**src/rtl/wiper_pos_reg.sv**
```systemverilog
module wiper_pos_reg #(
  parameter int W = 6
) (
  input  logic              clk,
  input  logic              rst_n,
  input  logic              wr_stb,
  input  logic [W-1:0]      wr_data,
  input  logic              cp_stb,
  input  logic [1:0]        cp_sel,
  input  logic [W-1:0]      store0,
  input  logic [W-1:0]      store1,
  input  logic [W-1:0]      store2,
  input  logic [W-1:0]      store3,
  input  logic              step_stb,
  input  logic              step_up,
  output logic [W-1:0]      pos,
  output logic [7:0]        rd_byte,
  output logic [(1<<W)-1:0] tap_sel
);
  localparam int TAPS = 1 << W;
  localparam logic [W-1:0] TOP = {W{1'b1}};

  logic         recall;
  logic [W-1:0] cp_val;
  logic [W-1:0] nxt;

  always_ff @(posedge clk or negedge rst_n)
    if (!rst_n) recall <= 1'b1;
    else        recall <= 1'b0;

  always_comb
    case (cp_sel)
      2'd0:    cp_val = store0;
      2'd1:    cp_val = store1;
      2'd2:    cp_val = store2;
      default: cp_val = store3;
    endcase

  always_comb begin
    nxt = pos;
    if (recall)        nxt = store0;
    else if (wr_stb)   nxt = wr_data;
    else if (cp_stb)   nxt = cp_val;
    else if (step_stb) begin
      if (step_up && pos != TOP)         nxt = pos + 1'b1;
      else if (!step_up && pos != '0)    nxt = pos - 1'b1;
    end
  end

  always_ff @(posedge clk or negedge rst_n)
    if (!rst_n) pos <= '0;
    else        pos <= nxt;

  assign rd_byte = 8'({2'b00, pos});

  for (genvar i = 0; i < TAPS; i++) begin : g_tap
    assign tap_sel[i] = (pos == W'(i));
  end

  AST_ONE_TAP: assert property (@(posedge clk) disable iff (!rst_n)
    $countones(tap_sel) == 1 && tap_sel[pos]);
  AST_NO_WRAP_UP: assert property (@(posedge clk) disable iff (!rst_n)
    (!recall && !wr_stb && !cp_stb && step_stb && step_up && pos == TOP) |=> pos == TOP);
  AST_NO_WRAP_DN: assert property (@(posedge clk) disable iff (!rst_n)
    (!recall && !wr_stb && !cp_stb && step_stb && !step_up && pos == '0) |=> pos == '0);
  AST_WR_LOAD: assert property (@(posedge clk) disable iff (!rst_n)
    (!recall && wr_stb) |=> pos == $past(wr_data));
  AST_IDLE_HOLD: assert property (@(posedge clk) disable iff (!rst_n)
    (!recall && !wr_stb && !cp_stb && !step_stb) |=> $stable(pos));
  AST_RD_TOP0: assert property (@(posedge clk) disable iff (!rst_n)
    rd_byte[7:6] == 2'b00);
endmodule

```
**config.mk**
```make
export PLATFORM = sky130hd
export DESIGN_NAME = wiper_pos_reg
export DESIGN_NICKNAME = d
export VERILOG_FILES = /design/src/rtl/wiper_pos_reg.sv
export SDC_FILE = /design/constraint.sdc
export NUM_CORES = 1
export LEC_CHECK = 0
export BUFFER_PORTS_ARGS = -buffer_cell sky130_fd_sc_hd__buf_2
export CAP_MARGIN = 20
export CORE_UTILIZATION = 38
export DETAILED_ROUTE_END_ITERATION = 16
export MAX_ROUTING_LAYER = met4
export PLACE_DENSITY_LB_ADDON = 0.08
export SLEW_MARGIN = 40
export SYNTH_ARGS = -nofsm -noshare
export SYNTH_HDL_FRONTEND = slang
export SYNTH_SLANG_ARGS = --single-unit
```
**constraint.sdc**
```tcl
create_clock -name clk -period 3.1 [get_ports clk]
set_clock_uncertainty 0.1 [all_clocks]
set_input_delay 0.62 -clock clk [delete_from_list [all_inputs] [get_ports clk]]
set_output_delay 0.62 -clock clk [all_outputs]
set_load 0.02 [all_outputs]
```
==> Word-level counts from Yosys, hierarchy flattened <==
Index checks and enable logic that the tools add are counted.
{ "word_totals": {"register_bits": 7, "latch_bits": 0, "ramBits": 0, "mem_bits_ro": 0, "out_inout_bits": 78, "mem_count": 0} }
{ "classes": {"addsub": 2, "n_mul": 0, "div": 0, "magnitude_cmp": 0, "eq_ne": 66, "shift": 0, "muxes": 7, "bitwise": 0, "reduce_logical": 9} }
{ "op_table": {"columns": ["cell", "n"], "rows": [
  ["$eq A6 B6 Y1 const B", 32],
  ["$eq A6 B5 Y1 const B", 16],
  ["$eq A6 B4 Y1 const B", 8],
  ["$mux W6", 6],
  ["$eq A6 B3 Y1 const B", 4],
  ["$pmux W6 S3", 1],
  ["$eq A6 B2 Y1 const B", 2],
  ["$add A6 B1 Y6 const B", 1],
  ["$eq A6 B1 Y1 const B", 1],
  ["$logic_not A6 Y1", 1],
  ["$ne A6 B6 Y1 const B", 1],
  ["$reduce_bool A6 Y1", 1],
  ["$sub A6 B1 Y6 const B", 1],
  ["$reduce_bool A5 Y1", 1],
  ["$reduce_bool A4 Y1", 1],
  ["$eq A2 B1 Y1 const B", 1],
  ["$eq A2 B2 Y1 const B", 1],
  ["$logic_and A1 B1 Y1", 2],
  ["$logic_not A2 Y1", 1],
  ["$reduce_and A2 Y1", 1],
  ["$logic_not A1 Y1", 1]
]} }

==> Longest topological paths before layout <==
Gate-level depths: netlist (run 1).
{ "logic_depth": {"depth_word": 8, "ltp_mapped": 8, "ltp_nobuf": 7} }

==> Worst setup path before layout (run 1) <==
Ideal clock, no wire load.
{ "synth_path": {"kind": "register to output", "startpoint": "register pos[0]", "endpoint": "output tap_sel[0]", "arrival_ns": 1.693, "setup_slack_ns": 0.687, "stages_incl_launch_ff": 5, "path_buffers": 0, "cell_sequence": "dfrtp_1 > inv_1 > ha_1 > or3b_2 > nor2_1"} }
{ "synth_between": {"elab_chain_len": 1} }
{ "synth_rtl": {"columns": ["item", "line_no", "source"], "rows": [
  ["start, declared", "16", "output logic [W-1:0] pos,"],
  ["start signal, assigned", "52", "else pos <= nxt;"],
  ["$logic_not A6 Y1", "57", "assign tap_sel[i] = (pos == W'(i));"],
  ["end, declared", "18", "output logic [(1<<W)-1:0] tap_sel"]
]} }
Every way passes these cells.

==> Worst setup path after layout (run 1) <==
Ends and elaborated chain as after synthesis.

==> results.txt, run 1 <==
- Initial antenna violation count: 0
* Leading area contributor after synthesis: sky130_fd_sc_hd__nor2_1
- Data arrives at the worst endpoint at 2.00 ns.
* Violation count after the first detailed-routing iteration: 85
* Die Footprint: 3700 µm²
* Largest net degree at the start of global routing: 19
* Classification of the worst-slack hold path: input pin to asynchronous set/reset pin
* Post-synthesis average cell area: 6.45 µm²
- For this block, the routed nets add up to 4300 µm of wire.
- Number of synthesized flops with an enable pin: 0
- The final max-slew violation count is 0.
- Nature of the critical path endpoint: output port
- Input and output buffers added on the ports amount to 113.
- Antenna-violating nets left: 0
- The slowest stage of the critical path belongs to the cell sky130_fd_sc_hd__or3b_2.
* Synth top cells by count: sky130_fd_sc_hd__nor2_1 (75), sky130_fd_sc_hd__nand2_1 (18), sky130_fd_sc_hd__buf_4 (10), sky130_fd_sc_hd__clkbuf_1 (10), sky130_fd_sc_hd__inv_1 (8)
* Most instantiated flip-flop cell in the synthesis netlist: sky130_fd_sc_hd__dfrtp_1
- Summed over all failing endpoints, the final setup total negative slack is 0 ns.
* Kind of cell with the highest combined delay on the critical path: simple AND/OR/NAND/NOR gates
- The longest clock path from root to sink contains 2 buffers.
- Hold buffers post-CTS: 0
* Warnings, synthesis: 0
* Ant diodes: 0
* Clk_lat worst skew: 0.25 ns
- Total count of hold-check failures in the final report: 0
* Number of iterations in the first detailed-routing pass: 4
- Vias in the first global route: 1330
- The core region is 3340 µm².
- CTS built an H-tree with a depth of 1.
- Core Rows: 21
* Synth async-reset ratio: 100%
- Hold slack final: 0.0881 ns
- Slowest Stage Delay on Critical Path: 0.53 ns
- Setup repair after global routing left no endpoint under its margin.
- The congestion estimate from routability-driven global placement came to 0.899.
- In this run, distinct cell masters in the synthesized netlist total 49.
- At the worst endpoint, the required time is 2.38 ns.
- For this run, the post-layout net count is 344.
- VDD sags by at most 0.167 mV.
* Leading cell type by number of instances after synthesis: sky130_fd_sc_hd__nor2_1
* Clock tree from TritonCTS: done
- Die height: 60.9 µm
* Die W: 60.9 µm
* Post-synthesis instance area: 1320 µm²
- Sequential fraction of the synthesis area: 13.4%
* Power density normalized to cell area: 270 nW/µm²
* Least-Margin Pin Slew: 0.591 ns
- Walking the worst path, the cells encountered are inv_1 -> ha_1 -> or3b_2 -> nor2_1 -> buf_2.
- The cell sitting at the root of the clock tree is a sky130_fd_sc_hd__clkbuf_4.
* DR WL/cell: 12.4 µm
- Dividing the final minimum period by the clock period gives 87.6%.
- Max-cap violations in this run came to 0.
- The cell count after synthesis came out at 204.
- The top cell type by area accounts for 21.4% of the synthesized area.
* Class of the most critical setup path: register to output port
- Effective utilization at floorplan: 39.4%
- After synthesis, the cell types taking the most area are sky130_fd_sc_hd__nor2_1 (21%), sky130_fd_sc_hd__dfrtp_1 (11%), sky130_fd_sc_hd__mux4_2 (8.6%).
- Compared with the post-synthesis result, the final layout area differs by 39.8%.
- For this design the top-level I/O count stands at 116.
- The post-route netlist has 44.7% of its cells at a drive strength greater than 1.
- Total routing usage reported by global routing: 23.3%
* Wire length of the first global-routing pass: 6360 µm
- Maximum net fanout on the critical path: 8
- Sequential cell area: 176 µm²
- After clock tree synthesis, the repair step resized 0 gates.
* Max Freq: 0.368 GHz
- In the routed design, unresolved DRC markers number 0.
- The filler cells instantiated in the layout total 360.
* Number of vias per cell: 5.02
- CP Launch Type: register
* Setup violation total in the final timing report: 0
- For this block, the via count after detailed routing is 1736.
* Clock slew at reported path FFs: 0.06 ns
- In this run the static leakage power is 0.00101 µW.
- Setup Fix Bufs, Post-CTS: 0
- Area of the multi-input gates: 983 µm²
- Result of the run: complete, no violations
- Synthesized flop and latch total: 7
* Time the worst path needs with I/O delays and setup: 2.72 ns
- Counting every sink on the clock net gives 7.
- Counting both buffers and inverters, the worst setup path holds a total of 2.
- Headroom to the max-slew limit: 60.5%
- The total overflow left after global routing is 0.
* Num CTS Buffers: 3
- After legalization and detailed placement, the total HPWL measured 3520 µm.
[path summary, 6_finish.rpt]
check	startpoint	to	slack, ns	cells past startpoint
hold reg to reg	pos[1]	pos[1]	0.55	2
setup / recovery	pos[0]	tap_sel[0]	0.38	5
setup reg to reg	pos[0]	pos[3]	0.58	7
hold / removal	rst_n	pos[4]	0.09	1
min in group clk	pos[1]	pos[1]	0.55	2
max in group asynchronous	rst_n	recall	2.59	1
[cell type report]
type                    instances  area share, %
clock buffers                   3           1.22
multi-input cells             168           53.4
flip-flops and latches          7           9.59
repair buffers                113           30.7
inverters                       8           1.63
clock inverters                 1          0.272
well taps                      46           3.13
[cells by family (layout without fill, tap and decap cells)]
kind of cell	Yosys count	in the layout	synth area share, %
AOI/OAI and AO/OA	32	32	17.7
xor gates and xnor gates	1	1	0.666
adders and majority gates	5	5	4.75
buffers and inverters	31	125	12.5
DFF	7	7	13.4
muxes	7	7	10.2
other	1	3	0.285
and+or+nand+nor	120	120	40.6
[worst register-to-register path, stage by stage (launching register included)]
cell and delay (ns):
sky130_fd_sc_hd__dfrtp_1 0.45, sky130_fd_sc_hd__inv_1 0.19, sky130_fd_sc_hd__ha_1 0.24, sky130_fd_sc_hd__or3b_2 0.53
sky130_fd_sc_hd__o221ai_1 0.25, sky130_fd_sc_hd__and2_1 0.36, sky130_fd_sc_hd__nor2_1 0.08, sky130_fd_sc_hd__a22o_1 0.20
[per-layer routing]
metal / up-vias / GRT usage, % / wire [µm]
li1: 880 / - / -
met1: 765 / 30.0 / 1910
met2: 89 / 40.0 / 2090
met3: 2 / 2.99 / 279
met4: 0 / 3.25 / 17
met5: - / - / 0
[flip-flops by register name, indices dropped and copies added, names as in the netlist]
signal  flops
pos         6
recall      1
[layout by cell type, fill, tap and decap left out, types with 2 or more instances in the layout]
cell type                    n
sky130_fd_sc_hd__or2_2       2
sky130_fd_sc_hd__nand2_1    18
sky130_fd_sc_hd__a21oi_1     4
sky130_fd_sc_hd__mux4_2      5
sky130_fd_sc_hd__o22ai_1     4
sky130_fd_sc_hd__nand3_1     5
sky130_fd_sc_hd__a31oi_1     4
sky130_fd_sc_hd__nor2_1     75
sky130_fd_sc_hd__ha_1        5
sky130_fd_sc_hd__clkbuf_4    3
sky130_fd_sc_hd__nand2b_1    3
sky130_fd_sc_hd__nor3_1      4
sky130_fd_sc_hd__o21ai_0     5
sky130_fd_sc_hd__nor2b_1     2
sky130_fd_sc_hd__a221oi_1    2
sky130_fd_sc_hd__dfrtp_1     6
sky130_fd_sc_hd__buf_2     113
sky130_fd_sc_hd__inv_1       8
sky130_fd_sc_hd__conb_1      3
[per-stage QoR]
step	power (µW)	cells	cell area (µm²)	util (%)	worst slack [ns]
finish	498	346	1840	55.2	0.384
global route	542	346	1840	55.2	0.271
CTS	503	346	1840	55.2	0.373
detailed placement	419	342	1810	54.3	0.590
global placement	418	342	1810	54.3	0.698
floorplan	342	206	1320	-	0.687
[report_power, final]
group / total [µW] / internal, µW / switching (µW) / leakage (µW)
registers: 133 / 102 / 31.4 / 0.0000789
logic: 283 / 101 / 183 / 0.000916
clock network: 81.0 / 47.1 / 33.9 / 0.0000177
total: 498 / 249 / 248 / 0.00101
(Power assumes the default switching activity.)
==> inputs of run 2 (changes only) <==
Settings changed: PLACE_DENSITY set to 0.81, PLACE_DENSITY_LB_ADDON 0.08 to not set.
==> results.txt, run 2 (synthesis results as in run 1) <==
- Filler cell count in the final layout: 348 (was 360)
- Initial antenna violation count: 0 (unchanged)
* Maximum level of the CTS H-tree: 1 (unchanged)
- Die height: 60.9 µm (unchanged)
- The sort of element at the end of the critical path is an output port (unchanged).
- The quantity of hold-fixing buffers added after cts came to 0 (unchanged).
* Maximum ir drop on the vdd rail: 0.175 mV (was 0.167 mV)
* Effective utilization at floorplan: 39.4% (unchanged)
* Classification of the worst-slack hold path: input pin to asynchronous set/reset pin (unchanged)
* Top Ports: 116 (unchanged)
* Leak pwr: 0.00101 µW (about the same)
* Setup Fix Bufs, Post-CTS: 0 (unchanged)
- Result of the run: complete, no violations (unchanged)
- The aggregate routed wire length is 4210 µm (was 4300 µm).
- Least-Margin Pin Slew: 0.581 ns (was 0.591 ns)
* Max stage delay cell, worst path: sky130_fd_sc_hd__or3b_2 (unchanged)
- The number of global-route vias before repair came to 1402 (was 1330).
* Clock slew at reported path FFs: 0.05 ns (was 0.06 ns)
- The area of the die was 3700 µm² (unchanged).
- The number of sinks handled by clock tree synthesis came to 7 (unchanged).
* Post-route DRC: 0 (unchanged)
- I/O Buffers: 113 (unchanged)
- The most common library cell in the layout ignoring fill and taps is sky130_fd_sc_hd__buf_2 (unchanged).
* Number of iterations in the first detailed-routing pass: 4 (unchanged)
* Headroom to the max-slew limit: 61.3% (was 60.5%)
* Clk_lat worst skew: 0.25 ns (about the same)
- Congestion Overflow GR: 0 (unchanged)
- The kind of cell with the highest combined delay on the critical path is simple AND/OR/NAND/NOR gates (unchanged).
* Final-stage net count: 344 (unchanged)
- Total count of hold-check failures in the final report: 0 (unchanged)
* Num CTS Buffers: 3 (unchanged)
* Antenna-violating nets left: 0 (unchanged)
- The setup slack at placement is 0.572 ns (was 0.590 ns).
- # Max-Cap Violations: 0 (unchanged)
- Registers with the most flip-flops: pos (6), recall (1) (unchanged).
- Class of the most critical setup path: register to output port (unchanged)
* DR WL/cell: 12.2 µm (was 12.4 µm)
* Max reg flops: 6 (unchanged)
- The final setup violation count is 0 (unchanged).
- Buffers plus inverters on the worst setup path: 2 (unchanged)
- The maximum buffer depth of the clock tree was 2 (unchanged).
- The fraction of final layout cells with drive strength greater than 1 is 44.3% (was 44.7%).
- The largest register by flop count is pos (unchanged).
- Crit path cell chain: inv_1 -> ha_1 -> or3b_2 -> nor2_1 -> buf_2 (unchanged).
* Commonest cells after routing, fill and taps aside: sky130_fd_sc_hd__buf_2 (113), sky130_fd_sc_hd__nor2_1 (75), sky130_fd_sc_hd__nand2_1 (18) (unchanged)
- Number of vias per cell: 5.11 (was 5.02)
* Largest net degree at the start of global routing: 19 (unchanged)
- The die width was 60.9 µm (unchanged).
- The number of diodes came to 0 (unchanged).
* Via count: 1769 (was 1736)
- Final HPWL from detailed placement: 3460 µm (was 3520 µm)
- The maximum net fanout on the critical path is 8 (unchanged).
- The TritonCTS clock tree was done (unchanged).
- The critical path data arrival time came to 1.99 ns (was 2.00 ns).
* CTS Root Buffer Type: sky130_fd_sc_hd__clkbuf_4 (unchanged)
- The final max-slew violation count came to 0 (unchanged).
- The wire length of the first global-routing pass was 6130 µm (was 6360 µm).
* CP Launch Type: register (unchanged)
- The placeable core area came to 3340 µm² (unchanged).
- The required time reported for the critical path endpoint was 2.38 ns (about the same).
- Final cycle utilization of the critical path: 87.3% (was 87.6%)
- The delay contributed by the slowest stage of the critical path came to 0.53 ns (about the same).
* Setup TNS Final: 0 ns (unchanged)
* Unrepaired setup endpoints after global routing: no (unchanged)
* Gpl congestion: 0.936 (was 0.899)
- Core Rows: 21 (unchanged)
- The clock period minus final worst setup slack is 2.71 ns (was 2.72 ns).
- Util after Layout: 55.1% (was 55.2%)
- Max Freq: 0.370 GHz (was 0.368 GHz)
- The DRC marker count from the first detailed-route iteration is 61 (was 85).
- Total routing usage reported by global routing: 22.8% (was 23.3%)
* Post-cts resize count: 0 (unchanged)
- Layout area overhead: 39.7% (was 39.8%)
* Final worst slack: 0.394 ns (was 0.384 ns)
* Power density normalized to cell area: 270 nW/µm² (about the same)
[run 2: cell types whose count changed in the layout (fill, tap and decap cells not counted), sizes merged]
cell	change
clkbuf	+1
clkinv	-1
[run 2: final timing paths]
kind                         from     endpoint  slack, ns  depth (start not counted)
hold / removal              rst_n       pos[0]       0.09                          1
min in group clk           pos[1]       pos[1]       0.55                          2
max in group asynchronous   rst_n       recall       2.59                          1
setup / recovery           pos[0]  tap_sel[32]       0.39                          5
setup reg to reg           pos[0]       pos[3]       0.56                          7
hold reg to reg            pos[1]       pos[1]       0.55                          2
[run 2: cell type report]
cell class,instances,area [µm²],area share [%]
inverter,8,30.0,1.63
timing repair buffer,113,566,30.7
sequential,7,176,9.59
multi-input combinational,168,983,53.5
clock buffer,4,26.3,1.43
tap,46,57.6,3.13
[run 2: routing by layer]
metal / global-route usage, % / up-vias / part of all wire [%]
met1: 23.5 / 781 / 40
li1: - / 882 / -
met2: 44.3 / 99 / 50
met3: 1.49 / 7 / 7.9
met5: - / - / 0
met4: 8.77 / 0 / 1.6
[run 2: worst register-to-register path, delay by kind of cell, from the launching register on]
family / cells / cell delay [ns]
simple gates: 3 / 1.00
compound gates: 2 / 0.47
flops: 1 / 0.45
buf+inv: 1 / 0.18
fa+ha+maj: 1 / 0.24
[run 2: metrics by stage]
| stage | std cells | hold slack [ns] | power (µW) | cell area (µm²) |
|---|---|---|---|---|
| 2_1_floorplan | 206 | 0.224 | 342 | 1320 |
| 3_3_place_gp | 342 | 0.359 | 412 | 1810 |
| 3_5_place_dp | 342 | 0.361 | 416 | 1810 |
| 4_1_cts | 346 | 0.0890 | 500 | 1840 |
| 5_1_grt | 346 | 0.0869 | 537 | 1840 |
| 6_report | 346 | 0.0882 | 496 | 1840 |
[run 2: power breakdown]
group	leakage (µW)	switching, µW	internal [µW]
clock network	0.0000150	33.4	49.1
logic	0.000916	181	101
registers	0.0000789	30.4	102
total	0.00101	244	252
==> inputs of run 3 (changes only) <==
Settings changed: RECOVER_POWER set to 50.
==> results.txt, run 3 (synthesis results as in run 1) <==
- Result of the run: complete, no violations (unchanged).
* Filler cell count in the final layout: 378 (was 348)
- The number of failing hold endpoints at the final stage came to 0 (unchanged).
- DR WL/cell: 12.4 µm (was 12.2 µm)
* Congestion Overflow GR: 0 (unchanged)
- The maximum number of pins on one net before global-route repair is 19 (unchanged).
- The number of resized instances in the post-cts repair step came to 0 (unchanged).
- The switching portion of total power is 50.2% (was 49.2%).
* Critical path data required time: 2.38 ns (about the same)
* Power density normalized to cell area: 274 nW/µm² (was 270 nW/µm²)
- Initial antenna violation count: 0 (unchanged)
- The number of diodes is 0 (unchanged).
- I/O Buffers: 113 (unchanged)
* Share of total power in the clock network: 16.8% (was 16.6%)
- The met2 wirelength from detailed routing is 2120 µm (was 2100 µm).
- Leak pwr: 0.000871 µW (was 0.00101 µW)
- The largest register by flop count is pos (unchanged).
* CP Launch Type: register (unchanged)
- Kind of cell with the highest combined delay on the critical path: simple AND/OR/NAND/NOR gates (unchanged)
- Area of the multi-input gates: 983 µm² (unchanged)
- Cell count of the worst reg-to-reg path: 7 (unchanged)
- The category of the critical setup timing path is register to output port (unchanged).
- Logic gate share of total power: 56.1% (was 56.7%)
- The standard cell area after detailed placement came to 1810 µm² (unchanged).
- The placeable core area was 3340 µm² (unchanged).
* Arrival time at the worst endpoint: 1.99 ns (about the same)
- The net count of the finished layout is 344 (unchanged).
- Wire length of the first global-routing pass: 6130 µm (unchanged)
- Effective utilization at floorplan: 39.4% (unchanged)
- Number of buffers between clock root and the deepest sink: 2 (unchanged)
- The number of buffers inserted by post-CTS setup repair came to 0 (unchanged).
* Number of vias per cell: 5.16 (was 5.11)
- Crit path cell chain: inv_1 -> ha_1 -> or3b_2 -> nor2_1 -> buf_2 (unchanged).
- The clock latency at the later pin of the worst-skew pair is 0.25 ns (about the same).
- Vias in the first global route: 1402 (unchanged)
- Max reg flops: 6 (unchanged)
- Layout area overhead: 36.2% (was 39.7%)
- The final-layout setup total negative slack was 0 ns (unchanged).
- The area of the die came to 3700 µm² (unchanged).
- The global placement routability congestion came to 0.936 (unchanged).
- Headroom to the max-slew limit: 61.0% (was 61.3%)
* Stages on the worst setup path: 5 (unchanged)
* Hold buffers post-CTS: 0 (unchanged)
- DRT met1 WL: 1770 µm (was 1700 µm)
* Least-Margin Pin Slew: 0.586 ns (was 0.581 ns)
- The chip height was 60.9 µm (unchanged).
- Sequential cell area: 176 µm² (unchanged)
- Unrepaired setup endpoints after global routing: no (unchanged).
* Antenna-violating nets left: 0 (unchanged)
- Commonest cells after routing, fill and taps aside: sky130_fd_sc_hd__buf_2 (76), sky130_fd_sc_hd__nor2_1 (75), sky130_fd_sc_hd__clkbuf_1 (38) (was sky130_fd_sc_hd__buf_2 (113), sky130_fd_sc_hd__nor2_1 (75), sky130_fd_sc_hd__nand2_1 (18)).
* Setup violation total in the final timing report: 0 (unchanged)
- Maximum ir drop on the vdd rail: 0.174 mV (was 0.175 mV)
* Total routing usage reported by global routing: 22.8% (unchanged)
* Core Rows: 21 (unchanged)
- Max Freq: 0.369 GHz (was 0.370 GHz)
- The clock root buffer master is sky130_fd_sc_hd__clkbuf_4 (unchanged).
- The total net switching power was 246 µW (was 244 µW).
- Final cycle utilization of the critical path: 87.4% (was 87.3%)
- The number of sinks handled by clock tree synthesis came to 7 (unchanged).
- Violation count after the first detailed-routing iteration: 66 (was 61)
* Registers with the most flip-flops: pos (6), recall (1) (unchanged)
* Max stage delay cell, worst path: sky130_fd_sc_hd__or3b_2 (unchanged)
* Post-route DRC: 0 (unchanged)
* Max Slew Vio Count: 0 (unchanged)
* Slowest Stage Delay on Critical Path: 0.53 ns (about the same)
- The most common library cell in the layout ignoring fill and taps was sky130_fd_sc_hd__buf_2 (unchanged).
* Maximum level of the CTS H-tree: 1 (unchanged)
- Amount of wire on met3 after detailed routing: 336 µm (was 334 µm)
- The worst hold margin was 0.148 ns (was 0.0882 ns).
* Classification of the worst-slack hold path: input pin to asynchronous set/reset pin (unchanged)
* Internal power: 245 µW (was 252 µW)
* Clock tree from TritonCTS: done (unchanged)
* Clock slew at reported path FFs: 0.05 ns (about the same)
- The number of detailed-route iterations in the first pass came to 4 (unchanged).
- The fraction of final layout cells with drive strength greater than 1 was 32.0% (was 44.3%).
* # Max-Cap Violations: 0 (unchanged)
- The number of buffers created by CTS was 3 (unchanged).
- Nature of the critical path endpoint: output port (unchanged)
- The portion of total power attributed to sequential cells came to 27.1% (was 26.7%).
- Die W: 60.9 µm (unchanged)
- Via count: 1784 (was 1769)
- The half-perimeter wire length after placement was 3460 µm (unchanged).
- Time the worst path needs with I/O delays and setup: 2.71 ns (about the same)
- Overall routed net length: 4290 µm (was 4210 µm)
- The highest signal layer in the routed design is met4 (unchanged).
* Buffers plus inverters on the worst setup path: 2 (unchanged)
- The final design instance area without fill came to 1790 µm² (was 1840 µm²).
- Top Ports: 116 (unchanged)
- The maximum net fanout on the critical path came to 8 (unchanged).
[run 3: power by group through the flow]
stage	Clock, µW	Sequential [µW]	Combinational (µW)
finish	82.5	133	275
global route	89.6	138	303
CTS	84.7	133	283
detailed placement	0	134	282
global placement	0	133	279
floorplan	0	130	212
[run 3: routing by layer]
layer	vias up	GRT usage (%)
met1	795	23.5
met3	7	1.49
met4	0	8.77
met2	99	44.3
li1	883	-
met5	-	-
[run 3: worst paths after layout]
path,startpoint,to,slack (ns)
worst max-delay path,pos[0],tap_sel[32],0.39
worst min-delay path,rst_n,pos[0],0.15
worst max register to register,pos[0],pos[3],0.56
worst min register to register,pos[1],pos[1],0.55
max in group asynchronous,rst_n,recall,2.45
min in group clk,pos[1],pos[1],0.55
[run 3: layout make-up]
cell class | count | share of cell area (%)
flip-flops and latches | 7 | 9.84
repair buffers | 113 | 29.0
well taps | 46 | 3.21
clock buffers | 4 | 1.47
multi-input cells | 168 | 54.8
inverters | 8 | 1.67
[run 3: metrics by stage]
stage	utilization (%)	instances	total power [µW]	setup slack, ns
finish	53.7	346	491	0.390
global route	53.7	346	531	0.239
CTS	55.1	346	500	0.365
detailed placement	54.3	342	416	0.572
global placement	54.3	342	412	0.662
floorplan	-	206	342	0.687
